--- src/rtl/msi_cap_pkg.sv ---
package msi_cap_pkg;

  function automatic logic [31:0] be_merge(logic [31:0] old_v, logic [31:0] new_v,
                                           logic [3:0] be);
    logic [31:0] r;
    for (int k = 0; k < 4; k++)
      r[8*k +: 8] = be[k] ? new_v[8*k +: 8] : old_v[8*k +: 8];
    return r;
  endfunction

  function automatic int unsigned cap_len(bit a64, bit pvm);
    case ({pvm, a64})
      2'b00:   return 'h0A;
      2'b01:   return 'h0E;
      2'b10:   return 'h14;
      default: return 'h18;
    endcase
  endfunction

  function automatic int unsigned data_dw(bit a64);
    return a64 ? 3 : 2;
  endfunction

endpackage

--- src/rtl/msi_ctrl_reg.sv ---
module msi_ctrl_reg #(
  parameter int unsigned MMC = 0
) (
  input  logic       clk_i,
  input  logic       rst_ni,
  input  logic       wr_i,
  input  logic [7:0] wbyte_i,
  output logic       en_o,
  output logic [2:0] mme_o
);
  localparam logic [2:0] MMC_V = 3'(MMC);

  logic [2:0] req;
  logic [2:0] mme_d;
  logic       unused_bits;

  assign req         = wbyte_i[6:4];
  assign mme_d       = (req > MMC_V) ? MMC_V : req;
  assign unused_bits = ^{wbyte_i[7], wbyte_i[3:1]};

  always_ff @(posedge clk_i or negedge rst_ni) begin
    if (!rst_ni) begin
      en_o  <= 1'b0;
      mme_o <= '0;
    end else if (wr_i) begin
      en_o  <= wbyte_i[0];
      mme_o <= mme_d;
    end
  end
endmodule

--- src/rtl/msi_vec_regs.sv ---
module msi_vec_regs
  import msi_cap_pkg::*;
#(
  parameter int unsigned NUM_VEC = 8,
  parameter bit          PV_MASK = 1
) (
  input  logic               clk_i,
  input  logic               rst_ni,
  input  logic               mask_wr_i,
  input  logic [3:0]         be_i,
  input  logic [31:0]        wdata_i,
  input  logic [2:0]         mme_i,
  input  logic [NUM_VEC-1:0] pend_set_i,
  input  logic [NUM_VEC-1:0] pend_clr_i,
  output logic [NUM_VEC-1:0] mask_o,
  output logic [NUM_VEC-1:0] pend_o
);
  if (PV_MASK) begin : g_mask
    logic [NUM_VEC-1:0] mask_q, pend_q, lim;
    logic [31:0]        merged;
    logic [5:0]         cnt;

    assign cnt    = 6'd1 << mme_i;
    assign merged = be_merge(32'(mask_q), wdata_i, be_i);

    always_comb
      for (int i = 0; i < NUM_VEC; i++) lim[i] = (6'(i) < cnt);

    always_ff @(posedge clk_i or negedge rst_ni) begin
      if (!rst_ni) begin
        mask_q <= '0;
        pend_q <= '0;
      end else begin
        if (mask_wr_i) mask_q <= merged[NUM_VEC-1:0];
        // set beats clear; bits beyond the allocated count are dropped
        pend_q <= ((pend_q & ~pend_clr_i) | pend_set_i) & lim;
      end
    end

    assign mask_o = mask_q;
    assign pend_o = pend_q;
  end else begin : g_nomask
    logic unused_in;
    assign unused_in = ^{clk_i, rst_ni, mask_wr_i, be_i, wdata_i, mme_i,
                         pend_set_i, pend_clr_i};
    assign mask_o = '0;
    assign pend_o = '0;
  end
endmodule

--- src/rtl/msi_rd_mux.sv ---
module msi_rd_mux
  import msi_cap_pkg::*;
#(
  parameter int unsigned NUM_VEC = 8,
  parameter bit          ADDR64  = 1,
  parameter bit          PV_MASK = 1,
  parameter int unsigned MMC     = 3
) (
  input  logic [5:0]         dw_i,
  input  logic               en_i,
  input  logic [2:0]         mme_i,
  input  logic [31:0]        addr_lo_i,
  input  logic [31:0]        addr_hi_i,
  input  logic [15:0]        data_i,
  input  logic [NUM_VEC-1:0] mask_i,
  input  logic [NUM_VEC-1:0] pend_i,
  output logic [31:0]        rdata_o
);
  localparam int unsigned DATA_DW = data_dw(ADDR64);
  localparam int unsigned MASK_DW = DATA_DW + 1;
  localparam int unsigned PEND_DW = DATA_DW + 2;
  localparam int unsigned WIN_DW  = (cap_len(ADDR64, PV_MASK) + 3) / 4;

  logic [15:0] ctrl;
  assign ctrl = {7'b0, PV_MASK, ADDR64, mme_i, 3'(MMC), en_i};

  always_comb begin
    rdata_o = '0;
    if (32'(dw_i) < WIN_DW) begin
      if (dw_i == 6'd0)                    rdata_o = {ctrl, 16'h0};
      else if (dw_i == 6'd1)               rdata_o = addr_lo_i;
      else if (ADDR64 && dw_i == 6'd2)     rdata_o = addr_hi_i;
      else if (32'(dw_i) == DATA_DW)       rdata_o = {16'h0, data_i};
      else if (32'(dw_i) == MASK_DW)       rdata_o = 32'(mask_i);
      else if (32'(dw_i) == PEND_DW)       rdata_o = 32'(pend_i);
    end
  end
endmodule

--- src/rtl/msi_cap_regs.sv ---
module msi_cap_regs
  import msi_cap_pkg::*;
#(
  parameter int unsigned NUM_VEC = 8,
  parameter bit          ADDR64  = 1,
  parameter bit          PV_MASK = 1
) (
  input  logic               clk_i,
  input  logic               rst_ni,
  input  logic               cfg_we_i,
  input  logic [7:0]         cfg_off_i,
  input  logic [3:0]         cfg_be_i,
  input  logic [31:0]        cfg_wdata_i,
  output logic [31:0]        cfg_rdata_o,
  input  logic [NUM_VEC-1:0] pend_set_i,
  input  logic [NUM_VEC-1:0] pend_clr_i,
  output logic               msi_en_o,
  output logic [5:0]         vec_cnt_o,
  output logic [63:0]        msg_addr_o,
  output logic [15:0]        msg_data_o,
  output logic [NUM_VEC-1:0] vec_mask_o,
  output logic [NUM_VEC-1:0] vec_pend_o
);
  localparam int unsigned MMC     = $clog2(NUM_VEC);
  localparam int unsigned DATA_DW = data_dw(ADDR64);
  localparam int unsigned MASK_DW = DATA_DW + 1;

  logic [5:0]  dw;
  logic [2:0]  mme;
  logic [31:0] addr_lo_q, addr_hi;
  logic [15:0] data_q;
  logic [31:0] lo_m, data_m;
  logic        unused_off;

  assign dw         = cfg_off_i[7:2];
  assign unused_off = ^cfg_off_i[1:0];

  msi_ctrl_reg #(.MMC(MMC)) u_ctrl (
    .clk_i   (clk_i),
    .rst_ni  (rst_ni),
    .wr_i    (cfg_we_i && dw == 6'd0 && cfg_be_i[2]),
    .wbyte_i (cfg_wdata_i[23:16]),
    .en_o    (msi_en_o),
    .mme_o   (mme)
  );

  assign lo_m   = be_merge(addr_lo_q, cfg_wdata_i, cfg_be_i);
  assign data_m = be_merge({16'h0, data_q}, cfg_wdata_i, cfg_be_i);

  always_ff @(posedge clk_i or negedge rst_ni) begin
    if (!rst_ni) begin
      addr_lo_q <= '0;
      data_q    <= '0;
    end else if (cfg_we_i) begin
      if (dw == 6'd1)                addr_lo_q <= {lo_m[31:2], 2'b00};
      if (32'(dw) == DATA_DW)        data_q    <= data_m[15:0];
    end
  end

  if (ADDR64) begin : g_hi
    logic [31:0] hi_q;
    always_ff @(posedge clk_i or negedge rst_ni) begin
      if (!rst_ni)                          hi_q <= '0;
      else if (cfg_we_i && dw == 6'd2)      hi_q <= be_merge(hi_q, cfg_wdata_i, cfg_be_i);
    end
    assign addr_hi = hi_q;
  end else begin : g_nohi
    assign addr_hi = '0;
  end

  msi_vec_regs #(.NUM_VEC(NUM_VEC), .PV_MASK(PV_MASK)) u_vec (
    .clk_i      (clk_i),
    .rst_ni     (rst_ni),
    .mask_wr_i  (cfg_we_i && 32'(dw) == MASK_DW),
    .be_i       (cfg_be_i),
    .wdata_i    (cfg_wdata_i),
    .mme_i      (mme),
    .pend_set_i (pend_set_i),
    .pend_clr_i (pend_clr_i),
    .mask_o     (vec_mask_o),
    .pend_o     (vec_pend_o)
  );

  msi_rd_mux #(.NUM_VEC(NUM_VEC), .ADDR64(ADDR64), .PV_MASK(PV_MASK), .MMC(MMC)) u_rd (
    .dw_i      (dw),
    .en_i      (msi_en_o),
    .mme_i     (mme),
    .addr_lo_i (addr_lo_q),
    .addr_hi_i (addr_hi),
    .data_i    (data_q),
    .mask_i    (vec_mask_o),
    .pend_i    (vec_pend_o),
    .rdata_o   (cfg_rdata_o)
  );

  assign vec_cnt_o  = 6'd1 << mme;
  assign msg_addr_o = {addr_hi, addr_lo_q};
  assign msg_data_o = data_q;
endmodule

--- config.mk ---
export PLATFORM = sky130hd
export DESIGN_NAME = msi_cap_regs
export DESIGN_NICKNAME = d
export VERILOG_FILES = /design/src/rtl/msi_cap_pkg.sv /design/src/rtl/msi_ctrl_reg.sv /design/src/rtl/msi_vec_regs.sv /design/src/rtl/msi_rd_mux.sv /design/src/rtl/msi_cap_regs.sv
export SDC_FILE = /design/constraint.sdc
export NUM_CORES = 1
export LEC_CHECK = 0
export ABC_AREA = 0
export BUFFER_PORTS_ARGS = -buffer_cell sky130_fd_sc_hd__buf_2
export CAP_MARGIN = 20
export CORE_MARGIN = 1.5
export CORE_UTILIZATION = 45
export DETAILED_ROUTE_END_ITERATION = 10
export GPL_ROUTABILITY_DRIVEN = 1
export GPL_TIMING_DRIVEN = 0
export PLACE_DENSITY = 0.76
export SLEW_MARGIN = 20
export SYNTH_ARGS = -nofsm -noshare
export SYNTH_HDL_FRONTEND = slang
export SYNTH_SLANG_ARGS = --single-unit
--- constraint.sdc ---
create_clock -name clk_i -period 2.65 [get_ports clk_i]
set_input_delay 0 -clock clk_i [delete_from_list [all_inputs] [get_ports clk_i]]
set_output_delay 0 -clock clk_i [all_outputs]
set_load 0.03 [all_outputs]
### After elaboration in Yosys (flattened, before gate mapping)

Index checks and enable logic that the tools add are counted.

* equal/unequal tests: 5
* $lt $le $gt $ge: 10
* reductions and logical operators: 16
* shift-type cells: 1
* bitwise operators: 4
* multiplexer cells: 8

Operators by type and width (number)
* 2-to-1 mux 32 bit: 6
* less-than comparator 3 x 6 -> 1 bit, first input constant: 4
* AND reduction 3 bit: 6
* AND 8 bit: 2
* == test 6 x 2 -> 1 bit, second input constant: 2
* == test 6 x 3 -> 1 bit, second input constant: 2
* less-than comparator 1 x 6 -> 1 bit, first input constant: 2
* less-than comparator 2 x 6 -> 1 bit, first input constant: 2
* AND reduction 2 bit: 5
* 2-to-1 mux 8 bit: 1
* inverter 8 bit: 1
* bitwise OR 8 bit: 1
* == test 6 x 1 -> 1 bit, second input constant: 1
* logical NOT 6 bit: 1
* less-than comparator 6 x 3 -> 1 bit, second input constant: 1
* << shifter 1 x 3 -> 6 bit, first input constant: 1
* logical AND 1 bit: 4
* greater-than comparator 3 x 2 -> 1 bit, second input constant: 1
* 2-to-1 mux 3 bit: 1

* bits of input ports: 63
* output and inout port bits: 135
* register bits after elaboration: 98
* logic and storage cells: 58

### Depth between registers and ports, before layout

Gate-level depths: netlist of the first run.

* depth in word-level cells: 8
* mapped depth: 7

### Modules after synthesis

A second synthesis of the first run with hierarchy kept.

* cell total of the unflattened synthesis: 390
* area, all modules: 4897.2 um^2

By module, submodules not included
* msi_cap_regs: sequential area each 1951.9 um^2, area an instance 3148.0 um^2, cells an instance 186, times used 1
* msi_rd_mux: sequential area each 0.0 um^2, area an instance 870.8 um^2, cells an instance 137, times used 1
* msi_vec_regs: sequential area each 400.4 um^2, area an instance 729.4 um^2, cells an instance 55, times used 1
* msi_ctrl_reg: sequential area each 100.1 um^2, area an instance 148.9 um^2, cells an instance 12, times used 1

### Worst setup path after synthesis of the first run

OpenSTA, ideal clock, no wires.

* path kind: reg2reg
* start point: reg u_ctrl.mme_o[2]
* end point: reg u_vec.g_mask.pend_q[4], in the netlist u_vec.pend_o[4]
* data required time: 2527 ps
* setup time: 123 ps
* path buffers: 0
* setup slack: 859 ps
* arrival time: 1669 ps
* cell stages (with the launch flop): 4
* cell sequence: dfrtp_1 > nor3b_1 > nand2b_1 > o221a_2

* word-level cells in the longest chain between the ends: 3

Ends and longest elaborated chain
* start: declaration: RTL line msi_ctrl_reg.sv:9 `output logic [2:0] mme_o`
* start signal: assignment: RTL line msi_ctrl_reg.sv:27 `mme_o <= mme_d;`
* << shifter 1 x 3 -> 6 bit
* net vec_cnt_o[2]: RTL line msi_cap_regs.sv:18 `output logic [5:0] vec_cnt_o,`
* less-than comparator 3 x 6 -> 1 bit: RTL line msi_vec_regs.sv:27 `for (int i = 0; i < NUM_VEC; i++) lim[i] = (6'(i) < cnt);`
* AND 8 bit: RTL line msi_vec_regs.sv:36 `pend_q <= ((pend_q & ~pend_clr_i) | pend_set_i) & lim;`
* end signal: assignment: RTL line msi_vec_regs.sv:36
* end: declaration: RTL line msi_vec_regs.sv:19 `logic [NUM_VEC-1:0] mask_q, pend_q, lim;`

The timed path passes the listed nets, and every way through them passes these cells.
A chain may end at the register's enable or synchronous reset.

### Worst setup path after layout of the first run

* start point: in cfg_off_i[7]
* end point: out cfg_rdata_o[15]

* word-level cells in the longest chain between the ends: 6
* elaborated cells between the ends (all ways): 10

Ends and longest elaborated chain
* start: declaration: RTL line msi_cap_regs.sv:11 `input logic [7:0] cfg_off_i,`
* == test 6 x 2 -> 1 bit: RTL line msi_rd_mux.sv:33 `else if (32'(dw_i) == DATA_DW) rdata_o = {16'h0, data_i};`
* 2-to-1 mux 32 bit: RTL line msi_rd_mux.sv:33
* 2-to-1 mux 32 bit: RTL line msi_rd_mux.sv:32 `else if (ADDR64 && dw_i == 6'd2) rdata_o = addr_hi_i;`
* 2-to-1 mux 32 bit: RTL line msi_rd_mux.sv:31 `else if (dw_i == 6'd1) rdata_o = addr_lo_i;`
* 2-to-1 mux 32 bit: RTL line msi_rd_mux.sv:30 `if (dw_i == 6'd0) rdata_o = {ctrl, 16'h0};`
* 2-to-1 mux 32 bit (*): RTL line msi_rd_mux.sv:29 `if (32'(dw_i) < WIN_DW) begin`
* end: declaration: RTL line msi_cap_regs.sv:14 `output logic [31:0] cfg_rdata_o,`

Mark *: on every way between the ends. The rest lies on a longest branch, timed or not.

==> flow_summary.toml, run 1 <==
[run_status]
status = "finished clean"

[floorplan]
ioPinCount = 198
dieHeight_um = 104
dieArea_mm2 = 0.0109
die_width_um = 104
start_util = 0.470
design.core.area_mm2 = 0.00986
rows = 36

[synth]
synth-seq-cells = 98
syn_area_mm2 = 0.00463
ys_warn_count = 0
ys.flop_type = "dfrtp_1"
syn_inst = 371
synth_edf_count = 0
syn_area_per_cell_um2 = 12.5
synth_top_family_by_area = "multiplexers"
synth_compound_area_frac = 0.0975
synthAdderAreaFrac = 0.00810
muxShareOfSynthArea = 0.230
synthSimpleGateAreaFrac = 0.0988
synth-xor-area-share = 0
async_flop_share = 1.00
synth_cell_types = 38
yosysSeqAreaShare = 0.529

[worst_setup_path]
rr_worst_depth = 4
end_kind = "output pin"
critPathLaunch = "cfg_off_i[7]"
start_kind = "input pin"
crit_fanout = 10
cp.required_ns = 2.65
path_class = "input pin to output pin"
cp_data_arrival_time_ns = 2.07
rrSetupSlack_ns = 0.77
r2r-end = "u_vec.pend_o[1]"
cp-endpoint = "cfg_rdata_o[15]"
r2r_start = "u_ctrl.mme_o[2]"

[finish]
area_growth_pct = 39.4
layout_common_cells = "197 x buf_2, 98 x dfrtp_1, 85 x mux2_2"
final_nets = 689
layout_commonest_cell = "buf_2"
drive_gt1_frac = 0.502
diodes = 0
layout.filler_cells = 791

[routing]
wl_per_cell_um = 18.2
detail-route-antenna-nets = 0
drt-vias-per-instance = 5.27
first_iter_violations = 232
drc = 0
vias = 4008
drtPass1Iterations = 4
routed_wl_um = 13800

[sta]
fin_skew_ns = 0.00486
worstMarginPinSlew_ns = 0.673
final_max_slew_viol_count = 0
setup_viol = 0
fmax_mhz = 484
finalHoldViolations = 0
setup_tns_ns = 0
min_period_ns = 2.07
relSlewSlack = 0.548
min_period_over_period = 0.779
rsz0062_at_grt = "false"

[grt]
antenna_found_initial = 0
grt_pass1_wl_um = 21700
met1_usage = 0.309
use_met2 = 0.429
grt_pass1_vias = 4250
grt_max_degree = 56
overflow = 0
grt.total_usage = 0.255
grt-busiest-layer = "met2"
grt_use_met3 = 0.0526

[power_and_ir_drop]
swShare = 0.312
combPwrFrac = 0.224
clkPwrFrac = 0.278
leakagePower_nw = 3.56
p_total_mw = 3.44
p_int_mw = 2.37
power_switching_mw = 1.07
share_seq_of_total_power = 0.498
peakVddDrop_mv = 0.277
power_density_mw_per_mm2 = 532

[place]
port_buffers = 191
hpwl_um = 9530
gp_congestion = 0.843

[clock_network]
cts_tree = "yes"
cts_buffer_depth = 2
clk_latency_ns = 0.36
cts-root-buf = "clkbuf_8"
cts_setup_buffers = 0
cts-buffers-inserted = 9
clkSinkCount = 98
ctsResizeCount = 0
htreeDepth = 3
clk_pin_slew_worst_paths_ns = 0.09

[min_path]
hold_class = "input pin to flop"

[flow_run]
cap_violations = 0
==> worst max-delay path, stage by stage <==
cell and delay [ns]:
buf_2 0.12, nor4_4 0.53, and2_0 0.20, clkbuf_1 0.21, clkbuf_1 0.49, nand2_1 0.11, a21oi_1 0.17, buf_2 0.22
==> per-layer routing <==
metal / share of wire / vias to the layer above
met4: 0.029 / 0
met3: 0.062 / 30
li1: - / 1847
met2: 0.50 / 175
met5: 0 / -
met1: 0.41 / 1956
==> Yosys cell counts (2+ instances only) <==
library cell / n / area share
dfrtp_1: 98 / 0.53
mux2_2: 85 / 0.21
nor2_1: 30 / 0.024
a21oi_1: 15 / 0.016
nand2_1: 13 / 0.011
o21ai_0: 13 / 0.014
a221oi_1: 10 / 0.019
and3_1: 10 / 0.013
buf_4: 9 / 0.015
a22o_1: 8 / 0.015
inv_1: 8 / 0.0065
mux2i_1: 8 / 0.017
buf_2: 7 / 0.0076
clkbuf_1: 7 / 0.0057
nor2b_1: 6 / 0.0081
o2bb2ai_1: 6 / 0.011
a221o_1: 4 / 0.0086
ha_1: 3 / 0.0081
nand2b_1: 3 / 0.0041
nor3_1: 3 / 0.0032
a311oi_1: 2 / 0.0038
and2_1: 2 / 0.0027
mux2_4: 2 / 0.0065
nand4_4: 2 / 0.0092
nor4_4: 2 / 0.0092
o21a_1: 2 / 0.0032
o22a_1: 2 / 0.0038
==> final cells by class <==
class / instances / area, µm² / area share
Inverter: 8 / 30.0 / 0.00465
Clock buffer: 13 / 149 / 0.0230
Timing Repair Buffer: 240 / 1470 / 0.228
Buffer: 24 / 134 / 0.0207
Clock inverter: 2 / 37.5 / 0.00581
Multi-Input combinational cell: 242 / 2020 / 0.313
Sequential cell: 98 / 2450 / 0.380
Tap cell: 133 / 166 / 0.0258
==> state kept, by name (all words and copies together) (netlist names) <==
name	count
addr_hi	32
addr_lo_q	30
msg_data_o	16
u_ctrl.en_o	1
u_ctrl.mme_o	3
u_vec.mask_o	8
u_vec.pend_o	8
==> cell families (layout without fill, tap and decap cells) <==
group                      after synthesis  count (layout)
AOI/OAI and AO/OA                       63              63
adders and majority gates                3               3
buffers and inverters                   32             287
DFF                                     98              98
muxes                                   95              95
other                                    1               2
and+or+nand+nor                         79              79
==> power groups by stage <==
stage               combinational [mW]  sequential (mW)  clock [mW]
floorplan                        0.200             1.96           0
detailed placement               0.711             1.74           0
CTS                              0.768             1.71       0.973
global route                     0.814             1.73        1.03
finish                           0.770             1.71       0.955
global placement                 0.691             1.73           0
==> how the worst min path moves through the flow <==
| stage | end | start | cells after the start | slack [ns] |
|---|---|---|---|---|
| 6_report | u_vec.pend_o[4] | pend_clr_i[4] | 3 | 0.03 |
| 3_3_place_gp | u_vec.pend_o[1] | pend_set_i[1] | 2 | 0.21 |
| 5_1_grt | u_vec.pend_o[4] | pend_clr_i[4] | 3 | 0.02 |
| 4_1_cts | u_vec.pend_o[4] | pend_clr_i[4] | 3 | 0.005 |
| 2_1_floorplan | addr_hi[0] | rst_ni | 0 | -0.30 |
| 3_5_place_dp | u_vec.mask_o[6] | rst_ni | 1 | -0.05 |
==> per-stage QoR <==
step	hold slack (ns)	instance area (µm²)	setup WS [ns]	instances	util
CTS	0.00532	6460	0.577	760	0.655
global placement	0.213	5760	0.495	696	0.584
floorplan	-0.296	4640	0.859	372	-
detailed placement	-0.0525	5790	0.493	697	0.587
finish	0.0259	6460	0.584	760	0.655
global route	0.0152	6460	0.412	760	0.655
==> timing repair <==
| action | 4_1_cts | 5_1_grt |
|---|---|---|
| hold endpoints to repair | 195 | 0 |
| setup endpoints to repair | 0 | 0 |
| hold buffers | 48 | 0 |
(Power assumes the default switching activity.)
==> inputs of run 2 (changes only) <==
--- a/config.mk
+++ b/config.mk
@@ -5,11 +5,11 @@
 export SDC_FILE = /design/constraint.sdc
 export NUM_CORES = 1
 export LEC_CHECK = 0
-export ABC_AREA = 0
+export ABC_AREA = 1
 export BUFFER_PORTS_ARGS = -buffer_cell sky130_fd_sc_hd__buf_2
 export CAP_MARGIN = 20
 export CORE_MARGIN = 1.5
-export CORE_UTILIZATION = 45
+export CORE_UTILIZATION = 43
 export DETAILED_ROUTE_END_ITERATION = 10
 export GPL_ROUTABILITY_DRIVEN = 1
 export GPL_TIMING_DRIVEN = 0
==> constraint.sdc (replaced) <==
create_clock -name clk_i -period 1.9 [get_ports clk_i]
set_input_delay 0 -clock clk_i [delete_from_list [all_inputs] [get_ports clk_i]]
set_output_delay 0 -clock clk_i [all_outputs]
set_load 0.03 [all_outputs]
==> flow_summary.toml, run 2 <==
[worst_setup_path]
crit_fanout = 10
rr_worst_depth = 5
end_kind = "output pin"
critPathLaunch = "cfg_off_i[7]"
cp_data_arrival_time_ns = 1.70
path_class = "input pin to output pin"
rrSetupSlack_ns = 0.21
r2r-end = "u_vec.pend_o[7]"
start_kind = "input pin"
cp.required_ns = 1.90
r2r_start = "u_ctrl.mme_o[1]"
cp-endpoint = "cfg_rdata_o[20]"

[place]
place_ws_ns = 0.229
gp_congestion = 0.864
port_buffers = 193
dp.cells = 890
hpwl_um = 10700

[synth]
async_flop_share = 1.00
synth_area_leaders = "dfrtp_1 53%, nand2_1 13%, o21ai_0 7.8%"
syn_area_per_cell_um2 = 8.28
yosysMostFrequentCell = "nand2_1"
synth_edf_count = 0
synth.top_cell.area_share = 0.530
ys.flop_type = "dfrtp_1"
synth_top_family_by_area = "simple AND/OR/NAND/NOR gates"
muxShareOfSynthArea = 0
synth_compound_area_frac = 0.144
synth.cells.most_frequent = "160 x nand2_1, 98 x dfrtp_1, 72 x o21ai_0"
syn_inst = 559
synthSimpleGateAreaFrac = 0.242
synth-seq-cells = 98
yosysSeqAreaShare = 0.530
synthAdderAreaFrac = 0.00811
synth_cell_types = 30
syn_area_mm2 = 0.00463
synth-xor-area-share = 0
ys_warn_count = 0
synth_top_cell_by_area = "dfrtp_1"

[sta]
fmax_mhz = 587
worstMarginPinSlew_ns = 0.668
final_max_slew_viol_count = 0
fin_skew_ns = 0.00351
min_period_over_period = 0.897
finalHoldViolations = 0
holdWs_ns = 0.0997
min_period_ns = 1.70
relSlewSlack = 0.554
setup_viol = 0
setup_ws_ns = 0.195
rsz0062_at_grt = "false"

[routing]
drc = 0
first_iter_violations = 294
drt-vias-per-instance = 5.14
vias = 4908
detail-route-antenna-nets = 0
wl_per_cell_um = 15.8
routed_wl_um = 15100
drtPass1Iterations = 5

[power_and_ir_drop]
power_density_mw_per_mm2 = 755
leakagePower_nw = 3.69
peakVddDrop_mv = 0.386
p_total_mw = 4.91

[finish]
layout_commonest_cell = "buf_2"
layout.filler_cells = 891
layout_common_cells = "200 x buf_2, 160 x nand2_1, 98 x dfrtp_1"
drive_gt1_frac = 0.311
largest_register_ffs = 32
final_nets = 882
seqCellArea_mm2 = 0.00245
area_growth_pct = 40.5
final_cells = 955
diodes = 0
multi_input_area_mm2 = 0.00184
postLayoutCoreUtil = 0.627

[grt]
grt_max_degree = 52
grt_pass1_wl_um = 23500
grt-busiest-layer = "met2"
antenna_found_initial = 0
grt_pass1_vias = 4765
met1_usage = 0.340
grt_use_met3 = 0.0608
use_met2 = 0.450
grt.total_usage = 0.268
overflow = 0

[clock_network]
cts_tree = "yes"
clk_pin_slew_worst_paths_ns = 0.08
cts_setup_buffers = 0
clkSinkCount = 98
clk_latency_ns = 0.36
htreeDepth = 3
cts-root-buf = "clkbuf_8"
cts-buffers-inserted = 9
cts_buffer_depth = 2

[floorplan]
dieHeight_um = 107
die_width_um = 107
ioPinCount = 198
start_util = 0.446
dieArea_mm2 = 0.0114
design.core.area_mm2 = 0.0104
rows = 37

[run_status]
status = "finished clean"

[min_path]
hold_class = "input pin to flop"

[flow_run]
cap_violations = 0
==> run 2: area by class of cell <==
class,instances,share of cell area
Sequential cell,98,0.377
Clock buffer,9,0.0190
Timing Repair Buffer,245,0.232
Tap cell,136,0.0262
Inverter,61,0.0352
Clock inverter,5,0.00885
Multi-Input combinational cell,379,0.283
Buffer,22,0.0183
==> run 2: repair_timing <==
item / CTS / global route
hold buffers: 51 / 0
endpoints found under the setup margin: 0 / 2
resized for setup: 0 / 2
endpoints found under the hold margin: 192 / 0
==> run 2: worst max-delay path, cell delays in order <==
cell and delay [ns]:
buf_2 0.12, nor2_4 0.20, nand3_1 0.18, inv_2 0.18, clkbuf_1 0.54, nand2_1 0.13
o211ai_1 0.12, buf_2 0.22
==> run 2: through the flow <==
step | cell area (µm²) | setup TNS [ns]
after floorplan | 4630 | 0
after global placement | 5770 | -7.60
after detailed placement | 5800 | 0
after CTS | 6490 | 0
after global routing | 6500 | 0
final | 6500 | 0
==> run 2: metal layers <==
layer / vias to the layer above / share of wire / wire length (µm)
li1: 2311 / - / -
met1: 2332 / 0.41 / 6210
met2: 238 / 0.49 / 7360
met3: 27 / 0.081 / 1220
met4: 0 / 0.019 / 282
met5: - / 0 / 0
==> run 2: how the worst min path moves through the flow <==
stage,start,to,cells past startpoint,slack (ns)
5_1_grt,cfg_be_i[2],u_ctrl.en_o,4,0.14
3_5_place_dp,rst_ni,u_vec.pend_o[3],1,-0.03
6_report,cfg_be_i[2],u_ctrl.mme_o[2],4,0.1
3_3_place_gp,pend_set_i[3],u_vec.pend_o[3],3,0.22
2_1_floorplan,rst_ni,addr_hi[0],0,-0.30
4_1_cts,cfg_be_i[2],u_ctrl.mme_o[2],4,0.13
==> run 2: cell families (layout without fill, tap and decap cells) <==
kind of cell,count (synthesis),after routing
other,1,2
adders and majority gates,3,3
DFF,98,98
buffers and inverters,83,342
AOI/OAI and AO/OA,113,113
and+or+nand+nor,261,261
==> run 2: power breakdown <==
part | switching (mW) | total, mW | internal, mW
combinational | 0.775 | 1.16 | 0.380
sequential | 0.178 | 2.45 | 2.27
clock | 0.715 | 1.31 | 0.592
==> inputs of run 3 (changes only) <==
--- a/config.mk
+++ b/config.mk
@@ -6,14 +6,14 @@
 export NUM_CORES = 1
 export LEC_CHECK = 0
 export ABC_AREA = 1
-export BUFFER_PORTS_ARGS = -buffer_cell sky130_fd_sc_hd__buf_2
+export BUFFER_PORTS_ARGS = -buffer_cell sky130_fd_sc_hd__clkbuf_2
 export CAP_MARGIN = 20
 export CORE_MARGIN = 1.5
 export CORE_UTILIZATION = 43
 export DETAILED_ROUTE_END_ITERATION = 10
 export GPL_ROUTABILITY_DRIVEN = 1
 export GPL_TIMING_DRIVEN = 0
-export PLACE_DENSITY = 0.76
+export PLACE_DENSITY_LB_ADDON = 0.15
 export SLEW_MARGIN = 20
 export SYNTH_ARGS = -nofsm -noshare
 export SYNTH_HDL_FRONTEND = slang
==> flow_summary.toml, run 3 (synthesis gave the netlist of run 2 again) <==
[power_and_ir_drop]
p_int_mw = 3.25
leakagePower_nw = 3.60
power_density_mw_per_mm2 = 754
power_switching_mw = 1.64
combPwrFrac = 0.232
swShare = 0.336
peakVddDrop_mv = 0.382
share_seq_of_total_power = 0.500
clkPwrFrac = 0.268

[routing]
wl_per_cell_um = 14.7
drtPass1Iterations = 5
vias = 4749
first_iter_violations = 252
drt-vias-per-instance = 4.97
routed_wl_um = 14000
detail-route-antenna-nets = 0
drc = 0

[clock_network]
cts_buffer_depth = 2
clkSinkCount = 98
clk_latency_ns = 0.36
cts-buffers-inserted = 9
cts-root-buf = "clkbuf_8"
cts_tree = "yes"
cts_setup_buffers = 0
htreeDepth = 3
clk_pin_slew_worst_paths_ns = 0.09

[finish]
layout_commonest_cell = "clkbuf_2"
area_growth_pct = 40.3
largest_register_ffs = 32
layout_common_cells = "192 x clkbuf_2, 160 x nand2_1, 98 x dfrtp_1"
drive_gt1_frac = 0.310
final_nets = 881
postLayoutCoreUtil = 0.626
diodes = 0

[floorplan]
die_width_um = 107
start_util = 0.446
design.core.area_mm2 = 0.0104
rows = 37
ioPinCount = 198
dieArea_mm2 = 0.0114
dieHeight_um = 107

[grt]
grt.total_usage = 0.253
grt_max_degree = 56
overflow = 0
grt_pass1_vias = 4508
antenna_found_initial = 0
grt_pass1_wl_um = 22400

[sta]
final_max_slew_viol_count = 0
finalHoldViolations = 0
min_period_ns = 1.79
fin_skew_ns = 0.00944
fmax_mhz = 560
relSlewSlack = 0.559
setup_viol = 0
worstMarginPinSlew_ns = 0.659
rsz0062_at_grt = "false"
holdWs_ns = 0.0109
min_period_over_period = 0.940

[flow_run]
cap_violations = 0

[worst_setup_path]
r2r_start = "u_ctrl.mme_o[1]"
cpPeakStageDelay_ns = 0.56
cp.required_ns = 2.20
crit_fanout = 8
cp_data_arrival_time_ns = 2.09
crit_chain = "clkbuf_2 -> nor2_2 -> nand3_1 -> nor2_2 -> o21ai_0 -> o21ai_0 -> dlygate4sd3_1"
critPathLaunch = "cfg_off_i[2]"
start_kind = "input pin"
path_class = "input pin to flop"
crit_path_top_delay_cell = "dlygate4sd3_1"
end_kind = "flop"

[place]
port_buffers = 193
hpwl_um = 10100
gp_congestion = 0.813

[run_status]
status = "finished clean"

[min_path]
hold_start = "cfg_be_i[2]"
hold_class = "input pin to flop"
-- run 3: changes by cell type in the layout (fill, tap and decap cells not counted) --
cell	change
buf_2	-192
clkbuf_2	+192
clkbuf_1	+2
buf_6	-1
clkbuf_8	+1
clkinv_2	+1
clkinvlp_4	-1
dlygate4sd3_1	-1
nand3_1	+1
nand3_2	-1
-- run 3: path summary, 6_finish.rpt --
| kind | endpoint | slack [ns] | cells after the start |
|---|---|---|---|
| min | u_ctrl.mme_o[2] | 0.01 | 4 |
| max in group asynchronous | msg_data_o[8] | 1.18 | 3 |
| max | u_ctrl.mme_o[0] | 0.11 | 7 |
| min in group asynchronous | u_vec.pend_o[2] | 0.14 | 2 |
| min reg2reg | addr_hi[6] | 0.52 | 2 |
| max reg2reg | u_vec.pend_o[7] | 0.20 | 5 |
-- run 3: metal layers --
layer / vias to the layer above / part of all wire / GRT usage
met5: - / 0 / 0
met4: 0 / 0.022 / 0.0971
met3: 23 / 0.053 / 0.0328
met2: 172 / 0.49 / 0.426
met1: 2237 / 0.43 / 0.333
li1: 2317 / - / -
-- run 3: per-stage QoR --
step                      cells  setup TNS (ns)  worst slack, ns  cell area [µm²]  total power [mW]
final                       956               0            0.113             6490              4.90
after global routing        956               0           0.0115             6490              5.14
after CTS                   956               0           0.0196             6490              4.93
after detailed placement    890               0            0.154             5810              3.53
after global placement      889          -39.53           -0.410             5770              3.50
after floorplan             560               0            0.402             4630              3.11
-- run 3: power by group through the flow --
stage / Clock [mW] / Sequential (mW) / Combinational (mW)
2_1_floorplan: 0 / 2.81 / 0.302
3_3_place_gp: 0 / 2.48 / 1.02
3_5_place_dp: 0 / 2.48 / 1.05
4_1_cts: 1.35 / 2.44 / 1.14
5_1_grt: 1.43 / 2.47 / 1.23
6_report: 1.31 / 2.45 / 1.14
-- run 3: critical path, delay by kind of cell --
family / cells / cell delay (ns)
AOI/OAI and AO/OA: 2 / 0.23
and+or+nand+nor: 3 / 1.16
buffers and inverters: 2 / 0.70
-- run 3: cell type report --
| type | count | area [µm²] |
|---|---|---|
| tap | 136 | 170 |
| multi-input combinational | 379 | 1840 |
| fill | 956 | 3870 |
| clock inverter | 5 | 55.1 |
| timing repair buffer | 244 | 1500 |
| buffer | 22 | 119 |
| inverter | 61 | 229 |
| sequential | 98 | 2450 |
| clock buffer | 11 | 131 |
-- run 3: timing repair --
action                                 CTS  global route
setup endpoints to repair                0             1
endpoints found under the hold margin  193             0
resized for setup                        0             1
hold buffers                            50             0
